[src/rtl/utx_pkg.sv]
package utx_pkg;

    localparam int unsigned UTX_DATA_W = 8;

    typedef enum logic [1:0] {
        UTX_IDLE = 2'd0,
        UTX_SEND = 2'd1,
        UTX_EOP  = 2'd2
    } utx_state_e;

    typedef struct packed {
        logic [UTX_DATA_W-1:0] data;
        logic                  last;
    } utx_beat_t;

    function automatic int unsigned utx_gap_width(input int unsigned extra);
        return (extra > 0) ? $clog2(extra + 1) : 1;
    endfunction

endpackage

[src/rtl/utx_hold.sv]
module utx_hold
    import utx_pkg::*;
(
    input  logic      clk,
    input  logic      rst,
    input  logic      load,
    input  utx_beat_t beat_in,
    output utx_beat_t beat_q
);

    always_ff @(posedge clk) begin
        if (rst) begin
            beat_q <= '0;
        end else if (load) begin
            beat_q <= beat_in;
        end
    end

endmodule

[src/rtl/utx_ctrl.sv]
module utx_ctrl
    import utx_pkg::*;
#(
    parameter int unsigned GAP_EXTRA = 1
) (
    input  logic clk,
    input  logic rst,
    input  logic src_valid,
    input  logic phy_ready,
    input  logic held_last,
    output logic src_ready,
    output logic load,
    output logic send_active,
    output logic err_q
);

    localparam int unsigned GW = utx_gap_width(GAP_EXTRA);

    utx_state_e      state_q, state_d;
    logic [GW-1:0]   gap_q;
    logic            gap_done;

    assign gap_done = (gap_q == '0);

    always_comb begin
        state_d   = state_q;
        src_ready = 1'b0;
        case (state_q)
            UTX_IDLE: begin
                src_ready = gap_done;
                if (gap_done && src_valid) state_d = UTX_SEND;
            end
            UTX_SEND: begin
                src_ready = phy_ready && !held_last;
                if (phy_ready && held_last) state_d = UTX_EOP;
            end
            UTX_EOP: begin
                state_d = UTX_IDLE;
            end
            default: state_d = UTX_IDLE;
        endcase
    end

    assign load        = src_ready && src_valid;
    assign send_active = (state_q == UTX_SEND);

    always_ff @(posedge clk) begin
        if (rst) begin
            state_q <= UTX_IDLE;
            gap_q   <= '0;
            err_q   <= 1'b0;
        end else begin
            state_q <= state_d;
            if (state_q == UTX_EOP) begin
                gap_q <= GW'(GAP_EXTRA);
                if (!phy_ready) err_q <= 1'b1;
            end else if (state_q == UTX_IDLE && !gap_done) begin
                gap_q <= gap_q - 1'b1;
            end
        end
    end

endmodule

[src/rtl/utmi_tx_sender.sv]
module utmi_tx_sender
    import utx_pkg::*;
#(
    parameter int unsigned GAP_EXTRA = 1
) (
    input  logic                  clk,
    input  logic                  rst,
    input  logic [UTX_DATA_W-1:0] s_tdata,
    input  logic                  s_tlast,
    input  logic                  s_tvalid,
    output logic                  s_tready,
    output logic                  tx_valid,
    output logic [UTX_DATA_W-1:0] tx_data,
    input  logic                  tx_ready,
    output logic                  eop_err
);

    utx_beat_t in_beat, held;
    logic      load;

    assign in_beat.data = s_tdata;
    assign in_beat.last = s_tlast;

    utx_ctrl #(.GAP_EXTRA(GAP_EXTRA)) ctrl_i (
        .clk         (clk),
        .rst         (rst),
        .src_valid   (s_tvalid),
        .phy_ready   (tx_ready),
        .held_last   (held.last),
        .src_ready   (s_tready),
        .load        (load),
        .send_active (tx_valid),
        .err_q       (eop_err)
    );

    utx_hold hold_i (
        .clk     (clk),
        .rst     (rst),
        .load    (load),
        .beat_in (in_beat),
        .beat_q  (held)
    );

    assign tx_data = tx_valid ? held.data : '0;

endmodule

[config.mk]
export PLATFORM = sky130hd
export DESIGN_NAME = utmi_tx_sender
export DESIGN_NICKNAME = d
export VERILOG_FILES = /design/src/rtl/utx_pkg.sv /design/src/rtl/utx_hold.sv /design/src/rtl/utx_ctrl.sv /design/src/rtl/utmi_tx_sender.sv
export SDC_FILE = /design/constraint.sdc
export NUM_CORES = 1
export LEC_CHECK = 0
export BUFFER_PORTS_ARGS = -buffer_cell sky130_fd_sc_hd__buf_4
export CAP_MARGIN = 10
export CORE_MARGIN = 10
export CORE_UTILIZATION = 25
export DETAILED_ROUTE_END_ITERATION = 6
export PLACE_DENSITY = 0.58
export SLEW_MARGIN = 20
export SYNTH_ARGS = -nofsm -noshare
export SYNTH_HDL_FRONTEND = slang
export SYNTH_SLANG_ARGS = --single-unit
[constraint.sdc]
create_clock -name clk -period 3.3 [get_ports clk]
set_clock_uncertainty 0.2 [all_clocks]
set_input_delay 0.66 -clock clk [delete_from_list [all_inputs] [get_ports clk]]
set_output_delay 0.66 -clock clk [all_outputs]
set_load 0.01 [all_outputs]
==> results of run 1 <==
==> where the power goes <==
group          switching [mW]  internal, mW
Sequential            0.00591         0.166
Clock                  0.0508        0.0468
Combinational          0.0255        0.0324
Total                  0.0822         0.246
==> layer usage <==
layer | GRT usage (%) | up-vias
li1 | - | 240
met1 | 7.00 | 212
met2 | 8.77 | 12
met3 | 2.68 | 2
met4 | 6.92 | 0
met5 | 0 | -
==> how the worst min path moves through the flow <==
stage | end | slack, ns
5_1_grt | hold_i.beat_q[1]$_SDFFE_PP0P_ | 0.29
4_1_cts | hold_i.beat_q[1]$_SDFFE_PP0P_ | 0.28
3_5_place_dp | hold_i.beat_q[2]$_SDFFE_PP0P_ | 0.26
2_1_floorplan | hold_i.beat_q[1]$_SDFFE_PP0P_ | 0.24
3_3_place_gp | hold_i.beat_q[1]$_SDFFE_PP0P_ | 0.25
6_report | hold_i.beat_q[4]$_SDFFE_PP0P_ | 0.27
==> placed cells by master, fill, tap and decap left out, types with 2 or more instances in the layout <==
| cell | count |
|---|---|
| dfxtp_1 | 13 |
| and2_1 | 8 |
| nor3b_1 | 2 |
| clkbuf_4 | 3 |
| buf_4 | 23 |
| nor2_1 | 6 |
| a22o_1 | 8 |
==> sequential cells by signal, summed over array words and instances, names as in the netlist <==
name and flops:
ctrl_i.gap_q 1, ctrl_i.err_q 1, ctrl_i.state_q 2, hold_i.beat_q 9
==> metrics by stage <==
step	cell area [um2]	std cells	setup WS (ns)	hold slack, ns
6_report	777	105	0.832	0.272
5_1_grt	777	105	0.655	0.291
4_1_cts	777	105	0.799	0.280
3_5_place_dp	751	101	1.11	0.257
3_3_place_gp	751	101	1.14	0.252
2_1_floorplan	554	53	1.34	0.241
==> layout make-up <==
type / count / area, um2 / share of cell area (%)
Clock buffer: 4 / 26.3 / 3.38
Inverter: 1 / 3.75 / 0.483
Multi-Input combinational cell: 37 / 280 / 36.1
Sequential cell: 13 / 260 / 33.5
Tap cell: 27 / 33.8 / 4.35
Timing Repair Buffer: 23 / 173 / 22.2
==> critical path, stage by stage, from the launching register on <==
cell and delay, ns:
dfxtp_1 0.45, nor2b_1 0.55, and2_1 0.22, buf_4 0.12
==> kinds of logic (layout without fill, tap and decap cells) <==
group,after synthesis,in the layout,share of synthesized area [%]
AO/OA/AOI/OAI,15,15,26.2
buffers and inverters,3,28,2.48
flip-flops,13,13,47.0
multiplexers,1,1,1.81
AND/OR/NAND/NOR,21,21,22.6
==> impl_metrics.csv, run 1 <==
group,metric,value,unit
grt,grt_util_all_layers,6.44,%
grt,grt_pass1_vias,457,
logic_synthesis,synth_top_area_share,47.0,%
route,wl_per_cell,13.2,um
sta,min_period_over_period,74.8,%
grt,antenna_found_initial,0,
clock_network,cts_made_buffers,3,
worst_setup_path,r2r_start,"ctrl_i.state_q[0]$_SDFFE_PP0P_",
grt,grt_pass1_wl,2.15,mm
sta,min_period,2.47,ns
sta,fin_setup_tns,0,ns
logic_synthesis,synth_nets,66,
route,drtIter0Drc,2,
hold_path,hold_class,"flop to flop",
sta,worstMarginPinSlew,0.604,ns
run_status,outcome,"finished, final reports clean",
clock_network,path_clk_slew,0.08,ns
clock_network,clock_path_buffers,2,
logic_synthesis,yosysMostFrequentCell,"dfxtp_1",
route,drt-pass1-iter-count,3,
sta,slew_violations,0,
cells_and_area,fillers,228,
floorplanning,start_util,27.1,%
route,routed_wl,1.38,mm
power_and_ir_drop,finalPower,0.328,mW
sta,finalSetupViolations,0,
worst_setup_path,regToRegSetupSlack,1.80,ns
sta,rsz0062_at_grt,"no",
logic_synthesis,synthTopCellsByArea,"dfxtp_1 (47%), a22o_1 (13%), and2_1 (9.0%)",
logic_synthesis,postSynthCellCount,53,
power_and_ir_drop,power_leakage,0.346,nW
floorplanning,die_area,0.00450,mm2
sta,slew_headroom,59.6,%
clock_network,post_cts_resized,0,
place,hpwlAfterDp,1.06,mm
sta,fmax,405,MHz
logic_synthesis,yosysUniqueCellTypes,20,
clock_network,cts_root_buffer,"clkbuf_4",
logic_synthesis,synth_edf_count,0,
route,via_per_inst,4.44,
logic_synthesis,netlist_area,554,um2
logic_synthesis,async_reset_ff_share,0,%
hold_path,holdCritStartpoint,"hold_i.beat_q[4]$_SDFFE_PP0P_",
floorplanning,io_pins,24,
logic_synthesis,ys_warn_count,0,
worst_setup_path,endpoint_kind,"output pin",
logic_synthesis,seq_area_frac_synth,47.0,%
route,antenna_left,0,
logic_synthesis,yosys_most_used_dff,"dfxtp_1",
clock_network,hold_buffers,0,
sta,hold_viol_final,0,
logic_synthesis,ys_ff_latch,13,
route,wl_met2,641,um
power_and_ir_drop,power_density,422,mW/mm2
clock_network,clock-sinks,13,
worst_setup_path,arrival,1.61,ns
route,top_layer,"met4",
worst_setup_path,worst-setup-path-type,"flop to output pin",
place,routabilityCongestion,0.672,
hold_path,whs_path_depth,1,
cells_and_area,finalNetCount,92,
worst_setup_path,critPathLaunchType,"flop",
place,portBuffers,23,
run,cap_violations,0,
floorplanning,fp.dieH,67.1,um
route,wl_met1,602,um
clock_network,htreeDepth,1,
worst_setup_path,cp.required,2.44,ns
clock_network,postCtsSetupRepairBufs,0,
route,via_count,466,
worst_setup_path,r2r_end,"ctrl_i.state_q[1]$_SDFFE_PP0P_",
logic_synthesis,synth_top_area_cell,"dfxtp_1",
logic_synthesis,synth_common_cells,"dfxtp_1 (13), a22o_1 (8), and2_1 (8)",
logic_synthesis,avgSynthCellArea,10.5,um2
cells_and_area,area_growth,40.2,%
power_and_ir_drop,ir_drop,164,uV
grt,overflow,0,
route,drc_errors,0,
worst_setup_path,worst-r2r-cell-count,2,
floorplanning,core.rowCount,16,
worst_setup_path,critPathLaunch,"ctrl_i.state_q[0]$_SDFFE_PP0P_",
clock_network,cts_tree,"built",
cells_and_area,utilization,38.1,%
cells_and_area,drive_gt1_share,39.7,%
cells_and_area,n_antenna_cell,0,
floorplanning,die_width,67.1,um
worst_setup_path,worstPathMaxFanout,10,
route,met3WireLength,95,um
clock_network,insertion_delay,0.27,ns
floorplanning,coreArea,0.00204,mm2
worst_setup_path,cp-endpoint,"tx_data[3]",
grt,grt_max_degree,11,
Note: power is estimated with default switching activity, not from simulation.
==> inputs of run 2 (changes only) <==
Settings changed: PLACE_DENSITY 0.58 to 0.59.
Clock period 3.3 ns to 2 ns, I/O delays scaled along.
==> run 2 against run 1 <==
Critical path depth grew 1. Register-to-register slack got worse by 1.2 ns. Design area grew 1.4%. Total power rose by 64%. Clock power is 59% higher. Final cell count grew 0.95%. Wire length is 2.7% lower. Critical endpoint is now tx_data[7]. Largest cell class unchanged. Highest routed layer unchanged.
==> impl_metrics.csv, run 2 (synthesis gave the netlist of run 1 again) <==
group,metric,value,unit
cells_and_area,drive_gt1_share,43.0,%
grt,grt_max_degree,9,
run_status,outcome,"finished, final reports clean",
worst_setup_path,critPathLaunchType,"flop",
place,portBuffers,23,
hold_path,whs_path_depth,2,
power_and_ir_drop,power_density,681,mW/mm2
floorplanning,die_width,67.1,um
place,hpwlAfterDp,1.06,mm
clock_network,htreeDepth,1,
cells_and_area,n_antenna_cell,0,
power_and_ir_drop,ir_drop,321,uV
worst_setup_path,cp_common_cell,"buf_4",
route,wl_per_cell,12.7,um
power_and_ir_drop,power_leakage,0.352,nW
cells_and_area,finalNetCount,93,
sta,fmax,535,MHz
floorplanning,coreArea,0.00204,mm2
worst_setup_path,arrival,1.27,ns
floorplanning,io_pins,24,
clock_network,post_cts_resized,1,
clock_network,insertion_delay,0.27,ns
cells_and_area,top_regs,"hold_i.beat_q: 9 flops, ctrl_i.state_q: 2 flops",
sta,setup_slack,0.130,ns
sta,slew_headroom,76.7,%
worst_setup_path,slowest_stage,"dfxtp_2",
clock_network,cts_root_buffer,"clkbuf_4",
cells_and_area,top_register,"hold_i.beat_q",
cells_and_area,layout_common_cells,"buf_4 (24), dfxtp_1 (12), and2_1 (8), a22o_1 (8), nor2_1 (6)",
worst_setup_path,critPathMaxStageDelay,0.39,ns
clock_network,hold_buffers,0,
sta,hold_viol_final,0,
cells_and_area,largest_register_ff_count,9,
clock_network,clock-sinks,13,
worst_setup_path,cp_cell_sequence,"nor2b_2 > buf_4 > and2_1 > buf_4",
clock_network,clock_path_buffers,2,
clock_network,cts_made_buffers,3,
floorplanning,fp.dieH,67.1,um
route,drt-pass1-iter-count,2,
cells_and_area,layout_commonest_cell,"buf_4",
worst_setup_path,worstPathMaxFanout,7,
worst_setup_path,worst-r2r-cell-count,3,
route,drc_errors,0,
sta,hold_ws,0.137,ns
floorplanning,die_area,0.00450,mm2
power_and_ir_drop,power_frac_clock,28.8,%
power_and_ir_drop,comb_power_share,18.2,%
route,via_per_inst,4.37,
worst_setup_path,cp.required,1.40,ns
clock_network,postCtsSetupRepairBufs,0,
sta,min_period_over_period,93.5,%
route,drtIter0Drc,2,
grt,grt_pass1_vias,506,
worst_setup_path,endpoint_kind,"output pin",
sta,finalSetupViolations,0,
grt,overflow,0,
hold_path,hold_class,"input port to flop",
run,cap_violations,0,
route,antenna_left,0,
grt,antenna_found_initial,0,
route,routed_wl,1.34,mm
sta,fin_setup_tns,0,ns
place,dp_slack,0.281,ns
cells_and_area,area_growth,42.2,%
sta,min_period,1.87,ns
power_and_ir_drop,sw_frac_of_total,24.0,%
sta,rsz0062_at_grt,"no",
clock_network,path_clk_slew,0.07,ns
power_and_ir_drop,finalPower,0.537,mW
floorplanning,start_util,27.1,%
worst_setup_path,worst-setup-path-type,"flop to output pin",
grt,grt_pass1_wl,2.21,mm
power_and_ir_drop,seqPwrFrac,53.0,%
floorplanning,core.rowCount,16,
clock_network,cts_tree,"built",
sta,slew_violations,0,
grt,grt_util_all_layers,6.60,%
power_and_ir_drop,p_switching,0.129,mW
place,routabilityCongestion,0.681,
power_and_ir_drop,p_int,0.408,mW
sta,worstMarginPinSlew,0.349,ns
route,via_count,463,
[run 2: final cells by class]
cell class | instances | area, um2
Inverter | 1 | 3.75
Tap cell | 27 | 33.8
Sequential cell | 13 | 262
Timing Repair Buffer | 24 | 180
Clock buffer | 4 | 26.3
Fill cell | 223 | 1250
Multi-Input combinational cell | 37 | 283
[run 2: power groups by stage]
| stage | combinational [mW] | sequential [mW] | clock [mW] |
|---|---|---|---|
| after global routing | 0.109 | 0.287 | 0.178 |
| after CTS | 0.101 | 0.284 | 0.165 |
| after global placement | 0.0981 | 0.290 | 0 |
| after detailed placement | 0.0999 | 0.290 | 0 |
| after floorplan | 0.0568 | 0.288 | 0 |
| final | 0.0979 | 0.285 | 0.155 |
[run 2: metrics by stage]
stage,std cells,cell area (um2),utilization (%)
3_3_place_gp,102,758,37.1
4_1_cts,106,787,38.5
6_report,106,788,38.6
3_5_place_dp,102,758,37.1
2_1_floorplan,53,554,-
5_1_grt,106,788,38.6
[run 2: worst max-delay path, delay by kind of cell (launching register included)]
| family | cells | cell delay (ns) |
|---|---|---|
| buffers and inverters | 2 | 0.28 |
| DFF | 1 | 0.39 |
| and+or+nand+nor | 2 | 0.34 |
[run 2: worst paths after layout]
| check | start | to | slack (ns) |
|---|---|---|---|
| setup / recovery | ctrl_i.state_q[0]$_SDFFE_PP0P_ | tx_data[7] | 0.13 |
| hold / removal | s_tdata[0] | hold_i.beat_q[1]$_SDFFE_PP0P_ | 0.14 |
| setup reg to reg | ctrl_i.state_q[1]$_SDFFE_PP0P_ | hold_i.beat_q[6]$_SDFFE_PP0P_ | 0.64 |
| hold reg to reg | hold_i.beat_q[5]$_SDFFE_PP0P_ | hold_i.beat_q[5]$_SDFFE_PP0P_ | 0.27 |
[run 2: per-layer routing]
layer  wire [um]  track usage (%)  vias to the layer above  part of all wire, %
met4          34             6.15                        0                  2.5
met1         577             6.91                      204                   43
met2         648             9.95                       12                   48
met3          84             2.51                        2                  6.3
li1            -                -                      245                    -
met5           0                0                        -                    0
==> inputs of run 3 (changes only) <==
Settings changed: CORE_ASPECT_RATIO set to 1.5, CTS_BUF_LIST set to sky130_fd_sc_hd__clkbuf_16.
==> run 3 against run 2 <==
Via count increased by 2.4%. Clock-buffer cell count fell by 1. Die area is 0.87% higher. Sequential power barely moved. Register-to-register slack worse by 0.04 ns. Maximum frequency decreased by 0.35%. Wire length increased by 3.1%. First-iteration DRC count rose to 3.5 times the previous value. Global-route usage increased by 0.16 points. Final cell count fell by 3.8%. Largest power group is now clock.
==> impl_metrics.csv, run 3 (synthesis gave the netlist of run 1 again) <==
group,metric,value,unit
sta,fin_setup_tns,0,ns
sta,rsz0062_at_grt,"no",
grt,overflow,0,
run_status,outcome,"finished, final reports clean",
cells_and_area,instances_no_fill,102,
route,drtIter0Drc,7,
route,wl_per_cell,13.6,um
worst_setup_path,worst-r2r-cell-count,3,
sta,worstMarginPinSlew,0.287,ns
grt,antenna_found_initial,0,
floorplanning,core.rowCount,20,
worst_setup_path,endpoint_kind,"output pin",
worst_setup_path,arrival,1.28,ns
clock_network,htreeDepth,1,
power_and_ir_drop,power_density,897,mW/mm2
cells_and_area,layout_common_cells,"buf_4 (25), dfxtp_1 (13), and2_1 (8), a22o_1 (8), nor2_1 (5)",
floorplanning,start_util,26.7,%
power_and_ir_drop,power_leakage,0.385,nW
sta,min_period,1.88,ns
hold_path,hold_class,"input port to flop",
sta,fmax,533,MHz
sta,hold_viol_final,0,
route,via_count,474,
worst_setup_path,critPathLaunch,"ctrl_i.state_q[0]$_SDFFE_PP0P_",
cells_and_area,area_growth,51.7,%
power_and_ir_drop,finalPower,0.754,mW
route,via_per_inst,4.65,
floorplanning,coreArea,0.00208,mm2
cells_and_area,regArea,260,um2
place,portBuffers,23,
worst_setup_path,r2r_start,"ctrl_i.state_q[0]$_SDFFE_PP0P_",
run,cap_violations,0,
clock_network,hold_buffers,0,
worst_setup_path,cp.required,1.40,ns
route,drc_errors,0,
floorplanning,die_area,0.00454,mm2
worst_setup_path,worstPathMaxFanout,7,
clock_network,cts_tree,"built",
grt,grt_util_all_layers,6.76,%
cells_and_area,largest_register_ff_count,9,
sta,finalSetupViolations,0,
clock_network,clock-sinks,13,
cells_and_area,fillers,228,
cells_and_area,top_regs,"hold_i.beat_q: 9 flops, ctrl_i.state_q: 2 flops",
power_and_ir_drop,ir_drop,482,uV
place,hpwlAfterDp,1.14,mm
clock_network,clock_path_buffers,2,
sta,slew_headroom,80.9,%
sta,min_period_over_period,93.8,%
cells_and_area,drive_gt1_share,42.5,%
grt,grt_max_degree,9,
clock_network,path_clk_slew,0.04,ns
grt,grt_pass1_wl,2.41,mm
worst_setup_path,regToRegSetupSlack,0.60,ns
clock_network,insertion_delay,0.24,ns
clock_network,cts_root_buffer,"clkbuf_16",
cells_and_area,layout_commonest_cell,"buf_4",
grt,grt_pass1_vias,515,
floorplanning,die_width,58.4,um
cells_and_area,finalNetCount,94,
floorplanning,fp.dieH,77.7,um
worst_setup_path,worst-setup-path-type,"flop to output pin",
cells_and_area,top_register,"hold_i.beat_q",
floorplanning,io_pins,24,
cells_and_area,multi_input_area,283,um2
place,routabilityCongestion,0.687,
clock_network,postCtsSetupRepairBufs,0,
route,routed_wl,1.39,mm
cells_and_area,n_antenna_cell,0,
clock_network,cts_made_buffers,3,
worst_setup_path,r2r_end,"hold_i.beat_q[1]$_SDFFE_PP0P_",
worst_setup_path,cp-endpoint,"tx_data[7]",
worst_setup_path,critPathLaunchType,"flop",
route,drt-pass1-iter-count,4,
place,dp_cells,98,
sta,slew_violations,0,
route,antenna_left,0,
==> run 3: per-layer routing <==
| layer | up-vias | track usage [%] | part of all wire [%] |
|---|---|---|---|
| met5 | - | 0 | 0 |
| met4 | 0 | 4.95 | 2.5 |
| met1 | 205 | 6.98 | 43 |
| met3 | 3 | 3.75 | 11 |
| li1 | 247 | - | - |
| met2 | 19 | 9.91 | 44 |
==> run 3: timing repair <==
action,CTS,global route
hold endpoints to repair,0,0
gates resized for setup,0,1
endpoints found under the setup margin,0,1
==> run 3: area by class of cell <==
type	instances	area share, %
clock buffer	3	8.93
timing repair buffer	25	22.3
multi-input combinational	37	33.6
sequential	13	31.0
clock inverter	1	0.446
tap	22	3.27
inverter	1	0.446
==> run 3: how the worst min path moves through the flow <==
| stage | from | to | slack, ns | depth (start not counted) |
|---|---|---|---|---|
| 6_report | s_tdata[2] | hold_i.beat_q[3]$_SDFFE_PP0P_ | 0.17 | 2 |
| 3_3_place_gp | hold_i.beat_q[7]$_SDFFE_PP0P_ | hold_i.beat_q[7]$_SDFFE_PP0P_ | 0.25 | 1 |
| 3_5_place_dp | hold_i.beat_q[1]$_SDFFE_PP0P_ | hold_i.beat_q[1]$_SDFFE_PP0P_ | 0.26 | 1 |
| 2_1_floorplan | hold_i.beat_q[1]$_SDFFE_PP0P_ | hold_i.beat_q[1]$_SDFFE_PP0P_ | 0.24 | 1 |
| 5_1_grt | s_tdata[2] | hold_i.beat_q[3]$_SDFFE_PP0P_ | 0.17 | 2 |
| 4_1_cts | s_tdata[4] | hold_i.beat_q[5]$_SDFFE_PP0P_ | 0.16 | 2 |
==> run 3: metrics by stage <==
| step | instance area, um2 | worst slack, ns | utilization [%] | hold WS, ns |
|---|---|---|---|---|
| 5_1_grt | 841 | 0.00394 | 40.5 | 0.166 |
| 3_3_place_gp | 759 | 0.403 | 36.6 | 0.253 |
| 2_1_floorplan | 554 | 0.514 | - | 0.241 |
| 6_report | 841 | 0.123 | 40.5 | 0.166 |
| 3_5_place_dp | 759 | 0.371 | 36.6 | 0.259 |
| 4_1_cts | 838 | 0.112 | 40.4 | 0.163 |
==> run 3: report_power, final <==
group	internal (mW)	leakage, nW	switching (mW)
Clock	0.263	0.0423	0.104
Combinational	0.0583	0.236	0.0425
Sequential	0.276	0.107	0.00998
==> run 3: critical path: stages (launching register included) <==
cell	delay, ns
dfxtp_1	0.44
nor2b_1	0.20
buf_4	0.15
and2_1	0.13
buf_4	0.12
